===== src/rtl/afl_pkg.sv =====
package afl_pkg;

  // Strobes from the control decode to the datapath
  typedef struct packed {
    logic stepUp;
    logic stepDn;
    logic preset;
  } afl_strobe_t;

endpackage


===== src/rtl/afl_ctrl.sv =====
module afl_ctrl
  import afl_pkg::*;
(
  input  logic        upPulse,
  input  logic        dnPulse,
  input  logic        loadEn,
  output afl_strobe_t strobe
);

  // A preset overrides any pulse; opposing pulses cancel
  always_comb begin
    strobe.preset = loadEn;
    strobe.stepUp = upPulse & ~dnPulse & ~loadEn;
    strobe.stepDn = dnPulse & ~upPulse & ~loadEn;
  end

endmodule


===== src/rtl/afl_gain.sv =====
module afl_gain #(
  parameter int DATA_W   = 16,
  parameter int NSTAGES  = 2,
  parameter int SHIFT_A  = 3,
  parameter int SHIFT_B  = 3,
  parameter int GAIN_W   = DATA_W - 1,
  parameter int MIN_GAIN = 1024
) (
  input  logic              clk,
  input  logic              rst,
  input  logic              signLate,
  output logic [GAIN_W-1:0] gain
);

  localparam int ONE = 1 << (DATA_W - 2);

  function automatic int shiftOf(input int s);
    return (s == 0) ? SHIFT_A : SHIFT_B;
  endfunction

  logic signed [DATA_W-1:0] xIn;
  logic signed [DATA_W-1:0] stQ   [NSTAGES];
  logic signed [DATA_W-1:0] stD   [NSTAGES];
  logic signed [DATA_W-1:0] stSrc [NSTAGES];
  logic signed [DATA_W:0]   diff  [NSTAGES];
  logic signed [DATA_W:0]   step  [NSTAGES];

  assign xIn = signLate ? DATA_W'(ONE) : DATA_W'(-ONE);

  // Leaky-integrator cascade
  always_comb begin
    for (int s = 0; s < NSTAGES; s++) begin
      if (s == 0) stSrc[s] = xIn;
      else        stSrc[s] = stQ[s-1];
      diff[s] = $signed({stSrc[s][DATA_W-1], stSrc[s]}) - $signed({stQ[s][DATA_W-1], stQ[s]});
      step[s] = diff[s] >>> shiftOf(s);
      stD[s]  = stQ[s] + step[s][DATA_W-1:0];
    end
  end

  always_ff @(posedge clk) begin
    for (int s = 0; s < NSTAGES; s++) begin
      if (rst) stQ[s] <= '0;
      else     stQ[s] <= stD[s];
    end
  end

  logic [DATA_W-1:0] mag;
  logic signed [DATA_W-1:0] lastQ;

  assign lastQ = stQ[NSTAGES-1];
  assign mag   = lastQ[DATA_W-1] ? DATA_W'(-lastQ) : DATA_W'(lastQ);
  assign gain  = (mag < DATA_W'(MIN_GAIN)) ? GAIN_W'(MIN_GAIN) : mag[GAIN_W-1:0];

endmodule


===== src/rtl/afl_datapath.sv =====
module afl_datapath
  import afl_pkg::*;
#(
  parameter int CW_W      = 16,
  parameter int FRAC_W    = 6,
  parameter int GAIN_W    = 15,
  parameter int GAIN_FRAC = 14,
  parameter int KP_GAIN   = 256,
  parameter int KI_GAIN   = 32
) (
  input  logic                       clk,
  input  logic                       rst,
  input  afl_strobe_t                strobe,
  input  logic [GAIN_W-1:0]          gain,
  input  logic signed [CW_W-1:0]     loadWord,
  output logic signed [CW_W-1:0]     ctrlWord,
  output logic signed [CW_W-FRAC_W:0] dcoWord
);

  localparam int EXT_W  = CW_W + 2;
  localparam int PROD_W = CW_W + GAIN_W;
  localparam int INT_W  = CW_W - FRAC_W;
  localparam logic [CW_W-1:0] KPV = CW_W'(KP_GAIN);
  localparam logic [CW_W-1:0] KIV = CW_W'(KI_GAIN);
  localparam logic signed [EXT_W-1:0] MAXE = EXT_W'((1 << (CW_W - 1)) - 1);
  localparam logic signed [EXT_W-1:0] MINE = EXT_W'(-(1 << (CW_W - 1)));

  function automatic logic signed [CW_W-1:0] clampCw(input logic signed [EXT_W-1:0] v);
    if (v > MAXE)      return MAXE[CW_W-1:0];
    else if (v < MINE) return MINE[CW_W-1:0];
    else               return v[CW_W-1:0];
  endfunction

  // Gain-scaled step sizes
  logic [PROD_W-1:0] pProd, iProd;
  logic [CW_W-1:0]   pStep, iStep;

  assign pProd = {{GAIN_W{1'b0}}, KPV} * {{CW_W{1'b0}}, gain};
  assign iProd = {{GAIN_W{1'b0}}, KIV} * {{CW_W{1'b0}}, gain};
  assign pStep = pProd[GAIN_FRAC +: CW_W];
  assign iStep = iProd[GAIN_FRAC +: CW_W];

  logic signed [EXT_W-1:0] pDelta, iDelta, integSum, ctrlSum;
  logic signed [CW_W-1:0]  integQ, integNext, ctrlNext;

  always_comb begin
    if (strobe.stepUp) begin
      pDelta = $signed({2'b00, pStep});
      iDelta = $signed({2'b00, iStep});
    end else if (strobe.stepDn) begin
      pDelta = -$signed({2'b00, pStep});
      iDelta = -$signed({2'b00, iStep});
    end else begin
      pDelta = '0;
      iDelta = '0;
    end
    // Saturating integral then proportional kick
    integSum  = $signed({{2{integQ[CW_W-1]}}, integQ}) + iDelta;
    integNext = clampCw(integSum);
    ctrlSum   = $signed({{2{integNext[CW_W-1]}}, integNext}) + pDelta;
    ctrlNext  = clampCw(ctrlSum);
  end

  always_ff @(posedge clk) begin
    if (rst) begin
      integQ   <= '0;
      ctrlWord <= '0;
    end else if (strobe.preset) begin
      integQ   <= loadWord;
      ctrlWord <= loadWord;
    end else begin
      integQ   <= integNext;
      ctrlWord <= ctrlNext;
    end
  end

  // First-order error-feedback modulator on the fractional bits
  logic [FRAC_W-1:0] accQ;
  logic [FRAC_W:0]   fracSum;
  logic signed [INT_W:0] intPart;

  assign fracSum = {1'b0, accQ} + {1'b0, ctrlWord[FRAC_W-1:0]};
  assign intPart = $signed({ctrlWord[CW_W-1], ctrlWord[CW_W-1:FRAC_W]});

  always_ff @(posedge clk) begin
    if (rst) begin
      accQ    <= '0;
      dcoWord <= '0;
    end else begin
      accQ    <= fracSum[FRAC_W-1:0];
      dcoWord <= intPart + $signed({{INT_W{1'b0}}, fracSum[FRAC_W]});
    end
  end

endmodule


===== src/rtl/afl_loop_filter.sv =====
module afl_loop_filter
  import afl_pkg::*;
#(
  parameter int DATA_W   = 16,
  parameter int SHIFT_A  = 3,
  parameter int SHIFT_B  = 3,
  parameter int MIN_GAIN = 1024,
  parameter int CW_W     = 16,
  parameter int FRAC_W   = 6,
  parameter int KP_GAIN  = 256,
  parameter int KI_GAIN  = 32
) (
  input  logic                         clk,
  input  logic                         rst,
  input  logic                         signLate,
  input  logic                         upPulse,
  input  logic                         dnPulse,
  input  logic                         loadEn,
  input  logic signed [CW_W-1:0]       loadWord,
  output logic signed [CW_W-1:0]       ctrlWord,
  output logic signed [CW_W-FRAC_W:0]  dcoWord,
  output logic [DATA_W-2:0]            gainOut
);

  localparam int GAIN_W = DATA_W - 1;

  afl_strobe_t strobe;

  afl_ctrl u_ctrl (
    .upPulse (upPulse),
    .dnPulse (dnPulse),
    .loadEn  (loadEn),
    .strobe  (strobe)
  );

  afl_gain #(
    .DATA_W   (DATA_W),
    .NSTAGES  (2),
    .SHIFT_A  (SHIFT_A),
    .SHIFT_B  (SHIFT_B),
    .GAIN_W   (GAIN_W),
    .MIN_GAIN (MIN_GAIN)
  ) u_gain (
    .clk      (clk),
    .rst      (rst),
    .signLate (signLate),
    .gain     (gainOut)
  );

  afl_datapath #(
    .CW_W      (CW_W),
    .FRAC_W    (FRAC_W),
    .GAIN_W    (GAIN_W),
    .GAIN_FRAC (DATA_W - 2),
    .KP_GAIN   (KP_GAIN),
    .KI_GAIN   (KI_GAIN)
  ) u_dp (
    .clk      (clk),
    .rst      (rst),
    .strobe   (strobe),
    .gain     (gainOut),
    .loadWord (loadWord),
    .ctrlWord (ctrlWord),
    .dcoWord  (dcoWord)
  );

endmodule


===== config.mk =====
export PLATFORM = sky130hd
export DESIGN_NAME = afl_loop_filter
export DESIGN_NICKNAME = d
export VERILOG_FILES = /design/src/rtl/afl_pkg.sv /design/src/rtl/afl_ctrl.sv /design/src/rtl/afl_gain.sv /design/src/rtl/afl_datapath.sv /design/src/rtl/afl_loop_filter.sv
export SDC_FILE = /design/constraint.sdc
export NUM_CORES = 1
export LEC_CHECK = 0
export BUFFER_PORTS_ARGS = -buffer_cell sky130_fd_sc_hd__buf_2
export CORE_MARGIN = 5
export CORE_UTILIZATION = 35
export DETAILED_ROUTE_END_ITERATION = 7
export SLEW_MARGIN = 30
export SYNTH_ARGS = -nofsm -noshare
export SYNTH_HDL_FRONTEND = slang
export SYNTH_SLANG_ARGS = --single-unit

===== constraint.sdc =====
create_clock -name clk -period 10.3 [get_ports clk]
set_input_delay 2.06 -clock clk [delete_from_list [all_inputs] [get_ports clk]]
set_output_delay 2.06 -clock clk [all_outputs]
set_load 0.02 [all_outputs]

### After elaboration in Yosys (flattened, before gate mapping)

Memory sizes are Yosys's and may differ from the RTL's.
Cells that the tools add are included.

* register bits: 49
* bits in latches: 0
* bits in writable memories: 32
* bits in read-only memories: 0
* input bits: 22
* word-level logic and storage cells: 48
* memories: 1

* $add $sub $neg: 11
* $mul: 0
* div/mod/pow operators: 0
* $lt $le $gt $ge: 5
* equality and inequality tests: 0
* shift operators: 0
* muxes and demuxes: 18
* bitwise gates (word level): 9
* reduce and logical (&&, ||, !) cells: 0

Memory list
* u_gain.stQ: words 2, bits a word 16, read ports 2, clocked after memory_dff 0, wr ports 2, line afl_gain.sv:22 `logic signed [DATA_W-1:0] stQ [NSTAGES];`

Operator list (count)
* 16-bit 2-to-1 mux: 10
* 18-bit 2-to-1 mux: 4
* 16-bit by 18-bit adder with 18-bit output: 2
* 18-bit by 16-bit greater-than comparator with 1-bit output, second input constant: 2
* 18-bit by 16-bit < comparator with 1-bit output, second input constant: 2
* 16-bit by 16-bit subtractor with 17-bit output: 2
* 16-bit adder: 2
* 6-bit negation with 18-bit output: 1
* 9-bit negation with 18-bit output: 1
* 16-bit by 11-bit < comparator with 1-bit output, second input constant: 1
* 16-bit negation: 1
* 15-bit 2-to-1 mux: 1
* 10-bit by 2-bit adder with 11-bit output: 1
* 6-bit by 6-bit adder with 7-bit output: 1
* 1-bit AND: 4
* 1-bit 2-to-1 mux: 3
* 1-bit NOT: 3
* 1-bit bitwise OR: 2

### Depth between registers and ports, before layout

An unclocked memory read counts as a cell.

* word-level depth: 17
* mapped depth: 38
* depth with buffers taken out: 35

### Hierarchy

From an unflattened synthesis, not the netlist that was laid out.

* cell total of the unflattened synthesis: 927
* area, all modules: 7419.6 um2

Modules (own cells, without submodules)
* afl_datapath: times used 1, cells each 516, area each 4107.7 um2, sequential area each 980.9 um2
* afl_gain: times used 1, cells each 408, area each 3289.4 um2, sequential area each 640.6 um2
* afl_ctrl: times used 1, cells each 3, area each 22.5 um2, sequential area each 0.0 um2

### Worst setup path after synthesis

No wires, ideal clock.

* path kind: input port to flip-flop
* start point: input loadEn
* end point: register u_dp.ctrlWord[6]
* setup time: 139 ps
* data arrival time: 8099 ps
* data required time: 10161 ps
* setup slack: 2062 ps
* stages: 28
* buffers on the path: 5
* cells stage by stage: clkbuf_1 > or3b_2 > clkbuf_1 > clkbuf_1 > a21oi_1 > ha_1 > a21o_1 > a31o_2 > a31oi_1 > o21ai_1 > a211oi_2 > xnor2_4 > nor4_4 > buf_4 > nor2_1 > nor2_1 > ha_1 > fa_1 > a211o_1 > a21oi_1 > o21ai_0 > a31o_2 > a21oi_1 > xnor2_1 > o22ai_1 > nor2b_1 > clkbuf_1 > a21boi_0

* cells in the longest elaborated chain, start to end: 13
* elaborated cells on any way between the ends: 18
* classes of those cells: add/sub: 2; order compare: 4; mux: 9; bitwise: 3

Ends and longest elaborated chain
* from (decl): line afl_loop_filter.sv:18 `input logic loadEn,`
* 1-bit NOT: line afl_ctrl.sv:13, afl_ctrl.sv:14
* 1-bit AND: line afl_ctrl.sv:14 `strobe.stepDn = dnPulse & ~upPulse & ~loadEn;`
* 18-bit 2-to-1 mux: line afl_datapath.sv:50 `end else if (strobe.stepDn) begin`
* 18-bit 2-to-1 mux: line afl_datapath.sv:47 `if (strobe.stepUp) begin`
* 16-bit by 18-bit adder with 18-bit output: line afl_datapath.sv:58 `integSum = $signed({{2{integQ[CW_W-1]}}, integQ}) + iDelta;`
* 18-bit by 16-bit < comparator with 1-bit output: line afl_datapath.sv:30 `else if (v < MINE) return MINE[CW_W-1:0];`
* 16-bit 2-to-1 mux: line afl_datapath.sv:30
* 16-bit 2-to-1 mux: line afl_datapath.sv:29 `if (v > MAXE) return MAXE[CW_W-1:0];`
* 16-bit by 18-bit adder with 18-bit output: line afl_datapath.sv:60 `ctrlSum = $signed({{2{integNext[CW_W-1]}}, integNext}) + pDelta;`
* 18-bit by 16-bit < comparator with 1-bit output: line afl_datapath.sv:30
* 16-bit 2-to-1 mux: line afl_datapath.sv:30
* 16-bit 2-to-1 mux: line afl_datapath.sv:29
* 16-bit 2-to-1 mux *: line afl_datapath.sv:68 `end else if (strobe.preset) begin`
* to (signal assigned): line afl_datapath.sv:70 `ctrlWord <= loadWord;`
* to (signal assigned): line afl_datapath.sv:73 `ctrlWord <= ctrlNext;`
* to (decl): line afl_datapath.sv:16 `output logic signed [CW_W-1:0] ctrlWord,`

Every way passes the cells marked *; elsewhere a longest branch is shown, timed or not.
A chain may end at the register's enable or synchronous reset.

==> metrics <==
Max Cap Viol=0; drt pass-1 iters=4; Critical-path top delay cell=nor4_4; area delta synth->final=11.7%; most common cell after layout, fill and taps aside=nor2_1; Final Hold Viols=0; Starting Density=35.6%; Die X=156 um; CP delay by family, top=compound AO/OA/AOI/OAI gates; row cnt=53; most frequent cells in the layout=nor2_1, a21oi_1, ha_1; CTS root buf=clkbuf_16; Multi-input gate area=0.00554 mm^2; FMAX=109 MHz; number of fill cells in the layout=2223; RSZ-0062 raised after global routing=no; worst stage delay on the critical path=0.78 ns; grt total ovfl=0; # IOs=64; sequential fraction of the synthesis area=21.6%; final wirelength=20000 um; Post-Syn Area=0.00750 mm^2; Post-DRT Antenna Nets=0; drt via density=5.24; Worst Path Max Fanout=17; CP Buf/Inv Count=2; CP endpoint kind=register; net count after synthesis=1075; syn avg cell area=7.82 um^2; Most used DFF post-synth=dfxtp_1; WP data required=10.55 ns; DR iter-0 viols=262; worst min-delay path category=register to register; M2 GR Usage=29.1%; HPWL after DPL=16000 um; run status=complete, no violations; setup bufs post-CTS=0; Post-synth EDFFs=0; Clock Pin Slew Worst Setup and Hold Paths=0.07 ns; final net count=1129; initial antenna violation count=0; DIE AREA=0.0245 mm^2; pin count of the biggest net entering global routing=70; layer with the highest usage=met2; Longest Clk Path Bufs=2; Critical Path Source Type=register; #FFs+latches synth=81; Total GRT Usage=16.6%; routed via count=6776; GP Congestion=0.932; share of layout cells above drive strength 1=10.6%; clock sink count=81; CP arrival=9.40 ns; clock skew=0.0149 ns; Critical Path Most Common Cell=ha_1; # DRC=0; met3 Track Usage GR=2.82%; worst-skew pair later-pin latency=0.36 ns; final non-filler cell total=1293; first-pass GRT wire length=33100 um; number of global-route vias before repair=6630; met1 Use GR=20.5%; CTS tree=done; cells after synthesis=959; routed wire length per instance=15.5 um; final setup fails=0; Post-synth ARST share=0%; core area=0.0211 mm^2; htree depth=3; Max-slew headroom=45.0%; Register Area=0.00162 mm^2; Die Y=156 um; period utilization=88.8%; Netlist cell types=72; CTS Buf Count=9; Placed Instances=1277; Warnings, synthesis=0; Worst-Margin Slew=0.819 ns; cts hold-fix bufs=0; Slew Viols, Final=0; IO Port Bufs=63; minimum clock period=9.15 ns; Ant. Diodes=0; Crit Path Class=register to register; setup TNS=0 ns
## timing repair
action / in CTS / in global routing
resized for setup: 0 / 1
hold endpoints to repair: 0 / 0
endpoints found under the setup margin: 0 / 6
## area by class of cell
class	count	share of cell area (%)
timing repair buffer	67	4.12
sequential	81	19.4
inverter	64	2.87
tap	275	4.11
multi-input combinational	790	66.1
clock buffer	10	2.85
clock inverter	6	0.597
## worst min-delay path: cells and delay by family (launching register included)
family             cells  cell delay (ns)
and+or+nand+nor        1             0.08
AOI/OAI and AO/OA      1             0.04
DFF                    1             0.35
## cells in the mapped netlist, types with 18 or more instances
cell type / count / area [um^2]
nor2_1: 106 / 398
a21oi_1: 97 / 485
ha_1: 90 / 1130
dfxtp_1: 81 / 1620
inv_1: 63 / 236
nand2_1: 63 / 236
xnor2_1: 51 / 447
o21ai_0: 43 / 215
a21o_1: 41 / 308
xor2_1: 38 / 333
nor2b_1: 24 / 150
nand2b_1: 23 / 144
o21a_1: 20 / 150
clkbuf_1: 18 / 67.6
## cells by family (layout without fill, tap and decap cells)
kind of cell / after synthesis / after routing / share of synthesized area (%)
AND/OR/NAND/NOR: 306 / 306 / 20.3
AO/OA/AOI/OAI: 297 / 297 / 26.0
adder cells (fa/ha/maj): 95 / 95 / 16.2
XOR/XNOR: 91 / 91 / 11.1
buffers and inverters: 88 / 147 / 4.57
flip-flops: 81 / 81 / 21.6
multiplexers: 1 / 1 / 0.133
## final timing paths
check / from / endpoint / cells past startpoint / slack [ns]
max: u_gain.stQ[1][1] / u_dp.ctrlWord[0] / 31 / 1.15
min: u_dp.ctrlWord[15] / u_dp.dcoWord[10] / 2 / 0.53
max reg2reg: u_gain.stQ[1][1] / u_dp.ctrlWord[0] / 31 / 1.15
min reg2reg: u_dp.ctrlWord[15] / u_dp.dcoWord[10] / 2 / 0.53
## routing by layer
layer	share of wire, %	wire length, um
met3	4.2	835
met2	49	9730
met4	2.9	583
met5	0	0
met1	44	8840
## metrics by stage
step	area, um^2	setup slack, ns	hold slack, ns	utilization, %
6_report	8380	1.15	0.525	39.7
4_1_cts	8380	0.970	0.527	39.7
2_1_floorplan	7500	2.06	0.511	-
3_3_place_gp	8090	1.34	0.510	38.3
5_1_grt	8380	0.244	0.535	39.7
3_5_place_dp	8090	1.01	0.511	38.3
## sequential cells by signal (all words and copies together) (netlist names)
signal and count:
u_dp.integQ 16, u_dp.dcoWord 11, u_dp.ctrlWord 16, u_gain.stQ 32, u_dp.accQ 6
Power is not shown: default switching activity piles up to over one toggle a cycle in this logic, so the estimate is an artifact.
